### src/rtl/lcc_pkg.sv
package lcc_pkg;
    localparam int N_PCH  = 16;
    localparam int N_LCH  = N_PCH / 2;
    localparam int DATA_W = 8;
    localparam int ADDR_W = 4;
    localparam int SNAP_W = 3 * DATA_W;

    typedef enum logic [1:0] {
        GRP_OR2 = 2'd0,
        GRP_OR4 = 2'd1,
        GRP_OR8 = 2'd2
    } grp_mode_e;

    typedef enum logic {
        SNAP_EMPTY = 1'b0,
        SNAP_HELD  = 1'b1
    } snap_state_e;

    localparam logic [ADDR_W-1:0] ADR_MASK_LO = 4'd0;
    localparam logic [ADDR_W-1:0] ADR_MASK_HI = 4'd1;
    localparam logic [ADDR_W-1:0] ADR_MODE    = 4'd2;
    localparam logic [ADDR_W-1:0] ADR_CMD     = 4'd3;
    localparam logic [ADDR_W-1:0] ADR_SNAP_LO = 4'd4;
    localparam logic [ADDR_W-1:0] ADR_SNAP_MD = 4'd5;
    localparam logic [ADDR_W-1:0] ADR_SNAP_HI = 4'd6;
endpackage

### src/rtl/tmr_reg.sv
module tmr_reg #(
    parameter int W = 1,
    parameter logic [W-1:0] RST = '0,
    parameter int IW = 1
) (
    input  logic          clk,
    input  logic          rst_n,
    input  logic          we,
    input  logic [W-1:0]  d,
    input  logic          upset_en,
    input  logic [1:0]    upset_copy,
    input  logic [IW-1:0] upset_idx,
    output logic [W-1:0]  q
);
    logic [W-1:0] cp  [3];
    logic [W-1:0] nxt [3];

    assign q = (cp[0] & cp[1]) | (cp[0] & cp[2]) | (cp[1] & cp[2]);

    always_comb begin
        for (int c = 0; c < 3; c++) begin
            nxt[c] = we ? d : q;
            if (upset_en && upset_copy == 2'(c) && 32'(upset_idx) < W)
                nxt[c][upset_idx] = ~nxt[c][upset_idx];
        end
    end

    always_ff @(posedge clk or negedge rst_n) begin
        if (!rst_n) begin
            for (int c = 0; c < 3; c++) cp[c] <= RST;
        end else begin
            for (int c = 0; c < 3; c++) cp[c] <= nxt[c];
        end
    end

    // copies agree again one edge after any upset
    assert_copies_repaired_R11: assert property (@(posedge clk) disable iff (!rst_n)
        !$past(upset_en) |-> (cp[0] == cp[1] && cp[1] == cp[2]));
endmodule

### src/rtl/rate_counter.sv
module rate_counter #(
    parameter int CNT_W = 24
) (
    input  logic             clk,
    input  logic             rst_n,
    input  logic             rise,
    input  logic             clr,
    output logic [CNT_W-1:0] count
);
    localparam logic [CNT_W-1:0] TOP = '1;

    always_ff @(posedge clk or negedge rst_n) begin
        if (!rst_n)                     count <= '0;
        else if (clr)                   count <= '0;
        else if (rise && count != TOP)  count <= count + 1'b1;
    end

    assert_clear_all_R8: assert property (@(posedge clk) disable iff (!rst_n)
        clr |=> count == '0);
    assert_no_overflow_R7: assert property (@(posedge clk) disable iff (!rst_n)
        !clr |=> count >= $past(count));
endmodule

### src/rtl/lch_merge.sv
module lch_merge import lcc_pkg::*; (
    input  logic [N_PCH-1:0] pass,
    input  grp_mode_e        mode,
    output logic [N_LCH-1:0] lch
);
    localparam int G4 = N_PCH / 4;
    localparam int G8 = N_PCH / 8;

    logic [N_LCH-1:0] or2;
    logic [G4-1:0]    or4;
    logic [G8-1:0]    or8;

    for (genvar i = 0; i < N_LCH; i++) begin : g_or2
        assign or2[i] = |pass[2*i +: 2];
    end
    for (genvar i = 0; i < G4; i++) begin : g_or4
        assign or4[i] = |pass[4*i +: 4];
    end
    for (genvar i = 0; i < G8; i++) begin : g_or8
        assign or8[i] = |pass[8*i +: 8];
    end

    always_comb begin
        unique case (mode)
            GRP_OR2: lch = or2;
            GRP_OR4: lch = N_LCH'(or4);
            GRP_OR8: lch = N_LCH'(or8);
            default: lch = '0;
        endcase
    end
endmodule

### src/rtl/lch_combiner.sv
module lch_combiner import lcc_pkg::*; #(
    parameter int CNT_W = 24
) (
    input  logic              clk,
    input  logic              rst_n,
    input  logic [N_PCH-1:0]  pch_in,
    input  logic              bus_wr,
    input  logic              bus_rd,
    input  logic [ADDR_W-1:0] bus_addr,
    input  logic [DATA_W-1:0] bus_wdata,
    output logic [DATA_W-1:0] bus_rdata,
    output logic [N_LCH-1:0]  lch_out,
    input  logic              upset_en,
    input  logic [1:0]        upset_copy,
    input  logic [4:0]        upset_idx
);
    localparam int SEL_W = $clog2(N_PCH);

    // input sampling and edge detection
    logic [N_PCH-1:0] hit_q, hit_d1, rise, pass;
    always_ff @(posedge clk or negedge rst_n) begin
        if (!rst_n) begin
            hit_q  <= '0;
            hit_d1 <= '0;
        end else begin
            hit_q  <= pch_in;
            hit_d1 <= hit_q;
        end
    end
    assign rise = hit_q & ~hit_d1;

    // bus decode
    logic wr_mlo, wr_mhi, wr_mode, cmd_ok, cnt_clr, snap_take, rd_hi;
    logic [SEL_W-1:0] snap_sel;
    assign wr_mlo    = bus_wr && bus_addr == ADR_MASK_LO;
    assign wr_mhi    = bus_wr && bus_addr == ADR_MASK_HI;
    assign wr_mode   = bus_wr && bus_addr == ADR_MODE && bus_wdata[7:2] == '0
                       && bus_wdata[1:0] != 2'b11;
    assign cmd_ok    = bus_wr && bus_addr == ADR_CMD && bus_wdata[7:6] == 2'b00;
    assign cnt_clr   = cmd_ok && bus_wdata[5];
    assign snap_take = cmd_ok && bus_wdata[4];
    assign snap_sel  = bus_wdata[SEL_W-1:0];
    assign rd_hi     = bus_rd && bus_addr == ADR_SNAP_HI;

    // voted configuration
    logic [N_PCH-1:0] mask_q, mask_d;
    logic [1:0]       mode_bits;
    logic [0:0]       state_bits;
    logic             up_mask, up_mode, up_state;
    grp_mode_e        mode_q;
    snap_state_e      state_q, state_nxt;

    assign up_mask  = upset_en && upset_idx < 5'd16;
    assign up_mode  = upset_en && upset_idx[4:1] == 4'b1000;
    assign up_state = upset_en && upset_idx == 5'd18;
    assign mask_d   = {wr_mhi ? bus_wdata : mask_q[15:8], wr_mlo ? bus_wdata : mask_q[7:0]};

    tmr_reg #(.W(N_PCH), .RST('0), .IW(4)) u_mask (
        .clk(clk), .rst_n(rst_n), .we(wr_mlo | wr_mhi), .d(mask_d),
        .upset_en(up_mask), .upset_copy(upset_copy), .upset_idx(upset_idx[3:0]),
        .q(mask_q));

    tmr_reg #(.W(2), .RST(2'b00), .IW(1)) u_mode (
        .clk(clk), .rst_n(rst_n), .we(wr_mode), .d(bus_wdata[1:0]),
        .upset_en(up_mode), .upset_copy(upset_copy), .upset_idx(upset_idx[0]),
        .q(mode_bits));

    tmr_reg #(.W(1), .RST(1'b0), .IW(1)) u_state (
        .clk(clk), .rst_n(rst_n), .we(1'b1), .d(state_nxt),
        .upset_en(up_state), .upset_copy(upset_copy), .upset_idx(1'b0),
        .q(state_bits));

    assign mode_q  = grp_mode_e'(mode_bits);
    assign state_q = snap_state_e'(state_bits);

    // snapshot sequencer: next-state process
    always_comb begin
        unique case (state_q)
            SNAP_EMPTY: state_nxt = snap_take ? SNAP_HELD : SNAP_EMPTY;
            SNAP_HELD:  state_nxt = snap_take ? SNAP_HELD :
                                    (rd_hi ? SNAP_EMPTY : SNAP_HELD);
            default:    state_nxt = SNAP_EMPTY;
        endcase
    end

    // rate counters
    logic [CNT_W-1:0] cnt [N_PCH];
    for (genvar g = 0; g < N_PCH; g++) begin : g_cnt
        rate_counter #(.CNT_W(CNT_W)) u_cnt (
            .clk(clk), .rst_n(rst_n), .rise(rise[g]), .clr(cnt_clr), .count(cnt[g]));
    end

    logic [SNAP_W-1:0] snap_q, snap_vis;
    always_ff @(posedge clk or negedge rst_n) begin
        if (!rst_n)         snap_q <= '0;
        else if (snap_take) snap_q <= SNAP_W'(cnt[snap_sel]);
    end

    // snapshot sequencer: output process
    always_comb begin
        unique case (state_q)
            SNAP_HELD: snap_vis = snap_q;
            default:   snap_vis = '0;
        endcase
    end

    always_comb begin
        case (bus_addr)
            ADR_MASK_LO: bus_rdata = mask_q[7:0];
            ADR_MASK_HI: bus_rdata = mask_q[15:8];
            ADR_MODE:    bus_rdata = {6'b0, mode_bits};
            ADR_SNAP_LO: bus_rdata = snap_vis[7:0];
            ADR_SNAP_MD: bus_rdata = snap_vis[15:8];
            ADR_SNAP_HI: bus_rdata = snap_vis[23:16];
            default:     bus_rdata = '0;
        endcase
    end

    // masking and grouping
    logic [N_LCH-1:0] lch_nxt;
    assign pass = hit_q & ~mask_q;
    lch_merge u_merge (.pass(pass), .mode(mode_q), .lch(lch_nxt));

    always_ff @(posedge clk or negedge rst_n) begin
        if (!rst_n) lch_out <= '0;
        else        lch_out <= lch_nxt;
    end

    assert_mask_blocks_R2: assert property (@(posedge clk) disable iff (!rst_n)
        (mode_q == GRP_OR2 && mask_q[1:0] == 2'b11) |=> !lch_out[0]);
    assert_or4_upper_low_R4: assert property (@(posedge clk) disable iff (!rst_n)
        (mode_q == GRP_OR4) |=> lch_out[N_LCH-1:4] == '0);
    assert_or8_upper_low_R4: assert property (@(posedge clk) disable iff (!rst_n)
        (mode_q == GRP_OR8) |=> lch_out[N_LCH-1:2] == '0);
    assert_mode_legal_R5: assert property (@(posedge clk) disable iff (!rst_n)
        mode_bits != 2'b11);
    assert_release_R10: assert property (@(posedge clk) disable iff (!rst_n)
        (state_q == SNAP_HELD && rd_hi && !snap_take && !upset_en) |=> state_q == SNAP_EMPTY);
endmodule

### config.mk
export PLATFORM = sky130hd
export DESIGN_NAME = lch_combiner
export DESIGN_NICKNAME = d
export VERILOG_FILES = /design/src/rtl/lcc_pkg.sv /design/src/rtl/tmr_reg.sv /design/src/rtl/rate_counter.sv /design/src/rtl/lch_merge.sv /design/src/rtl/lch_combiner.sv
export SDC_FILE = /design/constraint.sdc
export NUM_CORES = 1
export LEC_CHECK = 0
export BUFFER_PORTS_ARGS = -buffer_cell sky130_fd_sc_hd__clkbuf_2
export CAP_MARGIN = 5
export CORE_UTILIZATION = 25
export DETAILED_ROUTE_END_ITERATION = 8
export SKIP_LAST_GASP = 1
export SLEW_MARGIN = 20
export SYNTH_ARGS = -nofsm -noshare
export SYNTH_HDL_FRONTEND = slang
export SYNTH_SLANG_ARGS = --single-unit
export TNS_END_PERCENT = 20
### constraint.sdc
create_clock -name clk -period 2.5 [get_ports clk]
set_clock_uncertainty 0.05 [all_clocks]
set_input_delay 0.125 -clock clk [delete_from_list [all_inputs] [get_ports clk]]
set_output_delay 0.125 -clock clk [all_outputs]
set_load 0.02 [all_outputs]
==> impl_metrics.py, run 1 <==
metrics = {
    "grt": {
        "overflow": 0,
        "grt_pass1_wl_um": 128100,
        "grtUsageTotal": 0.1444,
        "grt_max_degree": 73,
        "grt_pass1_vias": 21060,
        "antenna_found_initial": 2,
    },
    "floorplan": {
        "io_pins": 56,
        "die_w_um": 337.1,
        "die-height_um": 337.1,
        "start_util": 0.2530,
        "coreArea_mm2": 0.1110,
        "core.rowCount": 122,
        "die_area_mm2": 0.1137,
    },
    "drt": {
        "dr.pass1.iters": 5,
        "drc": 0,
        "ant_nets": 0,
        "wl_per_cell_um": 18.63,
        "drtIter0Drc": 2108,
        "drt-total-wl_um": 82640,
        "via_count": 22183,
        "avgViaCountPerCell": 5.002,
    },
    "clock_network": {
        "clk_pin_slew_worst_paths_ns": 0.06,
        "cts_sinks": 505,
        "root_buffer": "clkbuf_16",
        "clock_path_buffers": 3,
        "htreeDepth": 2,
        "clock_latency_ns": 0.64,
        "cts_buffers": 54,
        "cts_tree": "done",
    },
    "placement": {
        "hpwl_um": 61320,
        "place_congestion": 0.8947,
        "port_buffers": 55,
        "placed_area_mm2": 0.03094,
        "dp_cells": 4306,
    },
    "status": {
        "outcome": "complete, but fails checks",
        "violations": "setup timing",
    },
    "synth": {
        "ys_seq_elements": 505,
        "synth_ff_type": "dfrtp_1",
        "syn-num-nets": 2811,
        "ys_warn_count": 0,
        "synth-async-reset-ratio": 1.000,
        "synth_edf_count": 0,
        "syn_area_per_cell_um2": 10.19,
        "synth.distinct_cells": 80,
        "yosysSeqAreaShare": 0.4501,
        "netlist_instances": 2755,
        "synth_area_mm2": 0.02808,
    },
    "cells_and_area": {
        "fin_area_mm2": 0.03323,
        "num-nets-final": 2963,
        "layout-drive-gt1-share": 0.1527,
        "seq_area_mm2": 0.01264,
        "multi_input_area_mm2": 0.01477,
        "fill_cells": 11439,
        "layout.cells.non_filler": 4435,
        "synthToLayoutAreaGrowth_pct": 18.34,
    },
    "timing": {
        "final-max-slew-violation-count": 0,
        "slew_headroom": 0.3210,
        "setup_violations": 1,
        "post-route-period-util": 1.044,
        "grt_setup_unrepaired": "true",
        "worstMarginPinSlew_ns": 1.008,
        "finalWorstSetupSlack_ns": -0.1095,
        "fin_tns_setup_ns": -0.1095,
        "period_minus_slack_ns": 2.610,
        "fmax_mhz": 383.2,
        "hold_viol": 0,
    },
    "critical_path": {
        "reg2regPathDepth": 7,
        "worstSetupEndpointType": "output pin",
        "start_kind": "flip-flop",
        "crit_arrival_ns": 2.43,
        "path_class": "flip-flop to output pin",
        "required_ns": 2.33,
        "crit_fanout": 4,
    },
    "power_and_ir_drop": {
        "p_total_w": 0.03369,
        "internal-power_w": 0.02088,
        "switching_power_w": 0.01281,
        "power_frac_seq": 0.448,
        "p_leak_nw": 12.58,
        "combPwrFrac": 0.289,
        "clkPwrFrac": 0.263,
        "p_per_area_mw_per_mm2": 1014,
        "sw_frac_of_total": 0.3802,
        "irDropWorstVdd_v": 0.0005764,
    },
    "hold_path": {
        "hp-class": "input port to async pin",
    },
    "run": {
        "cap_violations": 0,
    },
}
## per-stage QoR
step	worst slack [ns]	hold slack (ns)	util
after floorplan	0.3039	-0.2206	-
after global placement	0.02796	0.1126	0.2788
after detailed placement	0.002828	0.1092	0.2788
after CTS	0.004741	0.01091	0.2992
after global routing	-0.06840	0.06880	0.2994
final	-0.1095	0.01982	0.2994
## final timing paths
| path | start | end | slack (ns) |
|---|---|---|---|
| worst max-delay path | u_mask.cp[45] | bus_rdata[5] | -0.11 |
| worst min-delay path | rst_n | hit_q[0] | 0.02 |
| worst max register to register | g_cnt[0].u_cnt.count[0] | g_cnt[0].u_cnt.count[8] | 0.16 |
| worst min register to register | hit_q[14] | hit_d1[14] | 0.37 |
| max in group asynchronous | rst_n | g_cnt[5].u_cnt.count[1] | 1.51 |
| min in group clk | bus_wdata[4] | u_mask.cp[20] | 0.07 |
## state kept, by name, summed over array words and instances (netlist names)
register / cells
lch_out: 8
u_mask.cp: 48
u_mode.cp: 6
u_state.cp: 3
snap_q: 24
g_cnt.u_cnt.count: 384
hit_d1: 16
hit_q: 16
## power groups by stage
stage	Sequential, W	Clock [W]	Combinational [W]
3_3_place_gp	0.0150	0	0.00943
6_report	0.0151	0.00885	0.00975
5_1_grt	0.0155	0.00937	0.0108
3_5_place_dp	0.0151	0	0.00963
4_1_cts	0.0150	0.00904	0.00973
2_1_floorplan	0.0134	0	0.00713
## cells in the mapped netlist, types with 9 or more instances
library cell / number / area (um^2)
a21oi_1: 92 / 460.4
a31o_2: 9 / 78.83
and2_1: 19 / 118.9
and3_1: 61 / 381.6
and4_1: 50 / 437.9
buf_2: 41 / 205.2
clkbuf_1: 58 / 217.7
dfrtp_1: 505 / 12640
ha_1: 16 / 200.2
inv_1: 50 / 187.7
maj3_1: 15 / 150.1
mux2_2: 25 / 281.5
mux2i_1: 68 / 680.7
mux4_2: 120 / 2703
nand2_1: 201 / 754.5
nand2b_1: 23 / 143.9
nand3_1: 153 / 765.7
nand4_1: 109 / 681.9
nor2_1: 411 / 1543
nor2b_1: 21 / 131.4
nor3_1: 76 / 380.4
nor4_1: 30 / 187.7
o21ai_0: 79 / 395.4
or2_2: 9 / 56.30
or3_1: 66 / 412.9
xnor2_1: 137 / 1200
xor2_1: 165 / 1445
## cells in the final DEF (no fill, tap or decap), types with 25 or more instances in the layout
| master | Yosys | routed |
|---|---|---|
| a21oi_1 | 92 | 92 |
| and3_1 | 61 | 60 |
| and4_1 | 50 | 50 |
| buf_4 | 1 | 99 |
| clkbuf_16 | 0 | 54 |
| clkbuf_2 | 0 | 52 |
| dfrtp_1 | 505 | 505 |
| dlygate4sd3_1 | 0 | 30 |
| inv_1 | 50 | 50 |
| mux2_2 | 25 | 25 |
| mux2i_1 | 68 | 68 |
| mux4_2 | 120 | 120 |
| nand2_1 | 201 | 201 |
| nand3_1 | 153 | 153 |
| nand4_1 | 109 | 109 |
| nor2_1 | 411 | 411 |
| nor3_1 | 76 | 75 |
| nor4_1 | 30 | 30 |
| o21ai_0 | 79 | 79 |
| or3_1 | 66 | 66 |
| xnor2_1 | 137 | 137 |
| xor2_1 | 165 | 165 |
## timing repair
item,CTS,global route
pin swaps,0,1
endpoints found under the hold margin,438,0
buffers inserted,0,3
setup endpoints to repair,1,10
resized for setup,1,0
hold buffers,30,0
## logic make-up (layout without fill, tap and decap cells)
logic type,Yosys count,count (layout),synth area share
and+or+nand+nor,1276,1276,0.2290
DFF,505,505,0.4501
xor gates and xnor gates,302,302,0.09420
AOI/OAI and AO/OA,267,267,0.05945
muxes,213,213,0.1305
buffers and inverters,161,352,0.02429
adders and majority gates,31,31,0.01248
other,0,1,0
## final cells by class
cell class | count | share of cell area
antenna | 1 | 0.00007531
clock buffer | 73 | 0.04643
clock inverter | 22 | 0.01243
inverter | 50 | 0.005648
multi-input combinational | 2089 | 0.4446
sequential | 505 | 0.3803
tap | 1488 | 0.05603
timing repair buffer | 207 | 0.05449
## critical path, cell delays in order, from the launching register on
cell,delay (ns)
dfrtp_1,0.37
o21ai_0,0.80
nand2_1,0.11
o21ai_0,0.17
o22ai_1,0.16
clkbuf_2,0.18
## layer usage
metal | global-route usage | wire length, um | up-vias
li1 | - | - | 10227
met1 | 0.2097 | 37980 | 11177
met4 | 0.04797 | 2674 | 0
met3 | 0.01996 | 5017 | 136
met5 | 0 | 0 | -
met2 | 0.2191 | 36970 | 643
Power figures use the tool's default switching activity.
==> inputs of run 2 (changes only) <==
--- a/config.mk
+++ b/config.mk
@@ -7,11 +7,13 @@
 export LEC_CHECK = 0
 export BUFFER_PORTS_ARGS = -buffer_cell sky130_fd_sc_hd__clkbuf_2
 export CAP_MARGIN = 5
+export CORE_ASPECT_RATIO = 1.4
 export CORE_UTILIZATION = 25
 export DETAILED_ROUTE_END_ITERATION = 8
 export SKIP_LAST_GASP = 1
 export SLEW_MARGIN = 20
 export SYNTH_ARGS = -nofsm -noshare
 export SYNTH_HDL_FRONTEND = slang
+export SYNTH_HIERARCHICAL = 1
 export SYNTH_SLANG_ARGS = --single-unit
 export TNS_END_PERCENT = 20
==> impl_metrics.py, run 2 <==
metrics = {
    "status": {
        "outcome": "complete, but fails checks",
        "violations": "setup timing",
    },
    "hold_path": {
        "hp-class": "input port to flip-flop",
        "hp-start": "bus_wdata[1]",
        "holdPathStages": 3,
        "worst_hold_path.endpoint": "u_mode/cp[5]",
    },
    "synth": {
        "synth.distinct_cells": 81,
        "synth_ff_type": "dfrtp_1",
        "synth_area_mm2": 0.03084,
        "synth_most_common_cell": "dfrtp_1",
        "yosysSeqAreaShare": 0.4097,
        "synth_compound_area_frac": 0.1265,
        "synth_xor_area_frac": 0.03521,
        "synth-simple-area-share": 0.2485,
        "synth-async-reset-ratio": 1.000,
        "synthAdderAreaFrac": 0.01278,
        "synth_edf_count": 0,
        "synthMuxAreaShare": 0.1339,
        "syn_area_per_cell_um2": 10.23,
        "synth_top_family_by_area": "simple AND/OR/NAND/NOR gates",
        "synth_top_area_frac": 0.4097,
        "ys_seq_elements": 505,
        "synthTopCellsByArea": "dfrtp_1 41%, mux4_2 6.9%, a21oi_1 3.8%, nor2_1 3.2%, nand2_1 2.9%",
        "yosys.area.top_type": "dfrtp_1",
        "ys_top_cells_by_count": "505 x dfrtp_1, 261 x nor2_1, 241 x nand2_1, 233 x a21oi_1, 150 x o21ai_0",
        "netlist_instances": 3016,
        "ys_warn_count": 6,
    },
    "drt": {
        "drc": 0,
        "avgViaCountPerCell": 5.220,
        "via_count": 25104,
        "wl_per_cell_um": 19.11,
        "routed-wl-met3_um": 4033,
        "wl_met2_um": 45620,
        "drt-total-wl_um": 91920,
        "ant_nets": 0,
        "wl_met1_um": 37050,
        "routed.top_layer": "met5",
        "drtIter0Drc": 1972,
        "dr.pass1.iters": 5,
    },
    "critical_path": {
        "worst-r2r-setup-slack_ns": 0.12,
        "path_class": "flip-flop to output pin",
        "start_kind": "flip-flop",
        "crit_arrival_ns": 2.33,
        "critPathLaunch": "u_mask/cp[14]",
        "required_ns": 2.33,
        "timing.rr.end": "g_cnt[12].u_cnt/count[1]",
        "r2r_start": "g_cnt[12].u_cnt/count[0]",
        "reg2regPathDepth": 7,
        "crit_fanout": 4,
        "worstSetupEndpointType": "output pin",
    },
    "power_and_ir_drop": {
        "clkPwrFrac": 0.255,
        "power_frac_seq": 0.417,
        "internal-power_w": 0.02055,
        "p_leak_nw": 13.12,
        "irDropWorstVdd_v": 0.0006738,
        "p_per_area_mw_per_mm2": 954.2,
        "switching_power_w": 0.01353,
        "sw_frac_of_total": 0.3969,
        "combPwrFrac": 0.328,
    },
    "grt": {
        "antenna_found_initial": 2,
        "grt_pass1_vias": 24575,
        "grtUsageTotal": 0.1456,
        "overflow": 0,
        "grt_pass1_wl_um": 143900,
        "grt_max_degree": 82,
    },
    "clock_network": {
        "clk_pin_slew_worst_paths_ns": 0.06,
        "cts_sinks": 505,
        "root_buffer": "clkbuf_16",
        "cts_setup_buffers": 0,
        "cts_buffers": 55,
        "clock_path_buffers": 3,
        "cts_tree": "done",
        "htreeDepth": 2,
        "clock_latency_ns": 0.64,
    },
    "cells_and_area": {
        "fin_area_mm2": 0.03572,
        "num-nets-final": 3205,
        "layout-drive-gt1-share": 0.1956,
        "reg.largest.list": "g_cnt.u_cnt/count x384, u_mask/cp x48, snap_q x24",
        "fin_util": 0.2917,
        "largest_register_ffs": 384,
        "final_common_cell": "dfrtp_1",
        "synthToLayoutAreaGrowth_pct": 15.81,
        "final_cell_mix": "505 x dfrtp_1, 261 x nor2_1, 241 x nand2_1",
        "top_register": "g_cnt.u_cnt/count",
    },
    "timing": {
        "fin_hold_ws_ns": 0.02827,
        "grt_setup_unrepaired": "true",
        "post-route-period-util": 1.002,
        "worstMarginPinSlew_ns": 0.6825,
        "fmax_mhz": 399.4,
        "finalWorstSetupSlack_ns": -0.003814,
        "fin_tns_setup_ns": -0.003814,
        "hold_viol": 0,
        "slew_headroom": 0.5450,
        "period_minus_slack_ns": 2.504,
        "setup_violations": 1,
        "final-max-slew-violation-count": 0,
    },
    "placement": {
        "place_congestion": 0.9440,
        "placed_area_mm2": 0.03356,
        "hpwl_um": 67910,
        "port_buffers": 55,
    },
    "floorplan": {
        "start_util": 0.2518,
        "die_w_um": 298.9,
        "io_pins": 56,
        "coreArea_mm2": 0.1225,
        "die_area_mm2": 0.1248,
        "core.rowCount": 152,
        "die-height_um": 417.6,
    },
    "run": {
        "cap_violations": 0,
    },
}
## run 2: cell count changes in the layout (fill, tap and decap cells not counted), moves of 67 or more
cell	delta
a21oi_1	+141
nor2_1	-150
nor2b_1	+89
nor3_1	-67
o21ai_0	+71
o31ai_1	+85
or3_1	+71
or4_1	+99
xnor2_1	-93
xor2_1	-85
## run 2: kinds of logic (layout without fill, tap and decap cells)
family | Yosys count | count (layout)
AOI/OAI and AO/OA | 583 | 583
xor gates and xnor gates | 124 | 124
adders and majority gates | 35 | 35
buffers and inverters | 172 | 344
DFF | 505 | 505
muxes | 248 | 248
other | 2 | 6
and+or+nand+nor | 1347 | 1347
## run 2: what timing repair did
| item | 4_1_cts | 5_1_grt |
|---|---|---|
| endpoints found under the hold margin | 530 | 0 |
| gates resized for setup | 1 | 5 |
| endpoints found under the setup margin | 4 | 7 |
| hold buffers | 26 | 0 |
## run 2: layout make-up
class / instances / area (um^2)
diodes: 2 / 5.005
clock buffers: 65 / 1454
clock inverters: 33 / 422.9
fillers: 12747 / 86760
inverters: 19 / 71.32
multi-input cells: 2341 / 17210
flip-flops and latches: 505 / 12640
well taps: 1617 / 2023
repair buffers: 227 / 1898
## run 2: worst max path at each step
stage | end | slack (ns) | cells after the start
4_1_cts | bus_rdata[0] | -0.05 | 7
5_1_grt | g_cnt[12].u_cnt/count[1] | -0.06 | 7
2_1_floorplan | g_cnt[0].u_cnt/count[0] | 0.26 | 7
6_report | bus_rdata[6] | -0.004 | 4
3_5_place_dp | g_cnt[12].u_cnt/count[1] | 0.13 | 7
3_3_place_gp | g_cnt[12].u_cnt/count[1] | 0.14 | 7
## run 2: power groups by stage
stage               logic [W]  registers, W  clock network, W
global placement       0.0107        0.0142                 0
finish                 0.0112        0.0142           0.00870
detailed placement     0.0110        0.0142                 0
global route           0.0123        0.0146           0.00919
CTS                    0.0110        0.0141           0.00890
floorplan             0.00746        0.0132                 0
## run 2: critical path, stage by stage, from the launching register on
cell,delay [ns]
dfrtp_1,0.37
maj3_1,0.45
mux2i_2,0.36
o22ai_1,0.29
clkbuf_2,0.23
## run 2: per-stage QoR
stage / worst slack (ns) / power, W / std cells
floorplan: 0.2633 / 0.02065 / 3018
global placement: 0.1436 / 0.02489 / 4683
detailed placement: 0.1306 / 0.02522 / 4683
CTS: -0.05197 / 0.03409 / 4807
global route: -0.05928 / 0.03610 / 4807
finish: -0.003814 / 0.03408 / 4809
## run 2: layer usage
metal,vias up,track usage
met5,-,0
met4,2,0.07644
met3,201,0.01937
met2,645,0.2520
met1,12603,0.1750
li1,11653,-
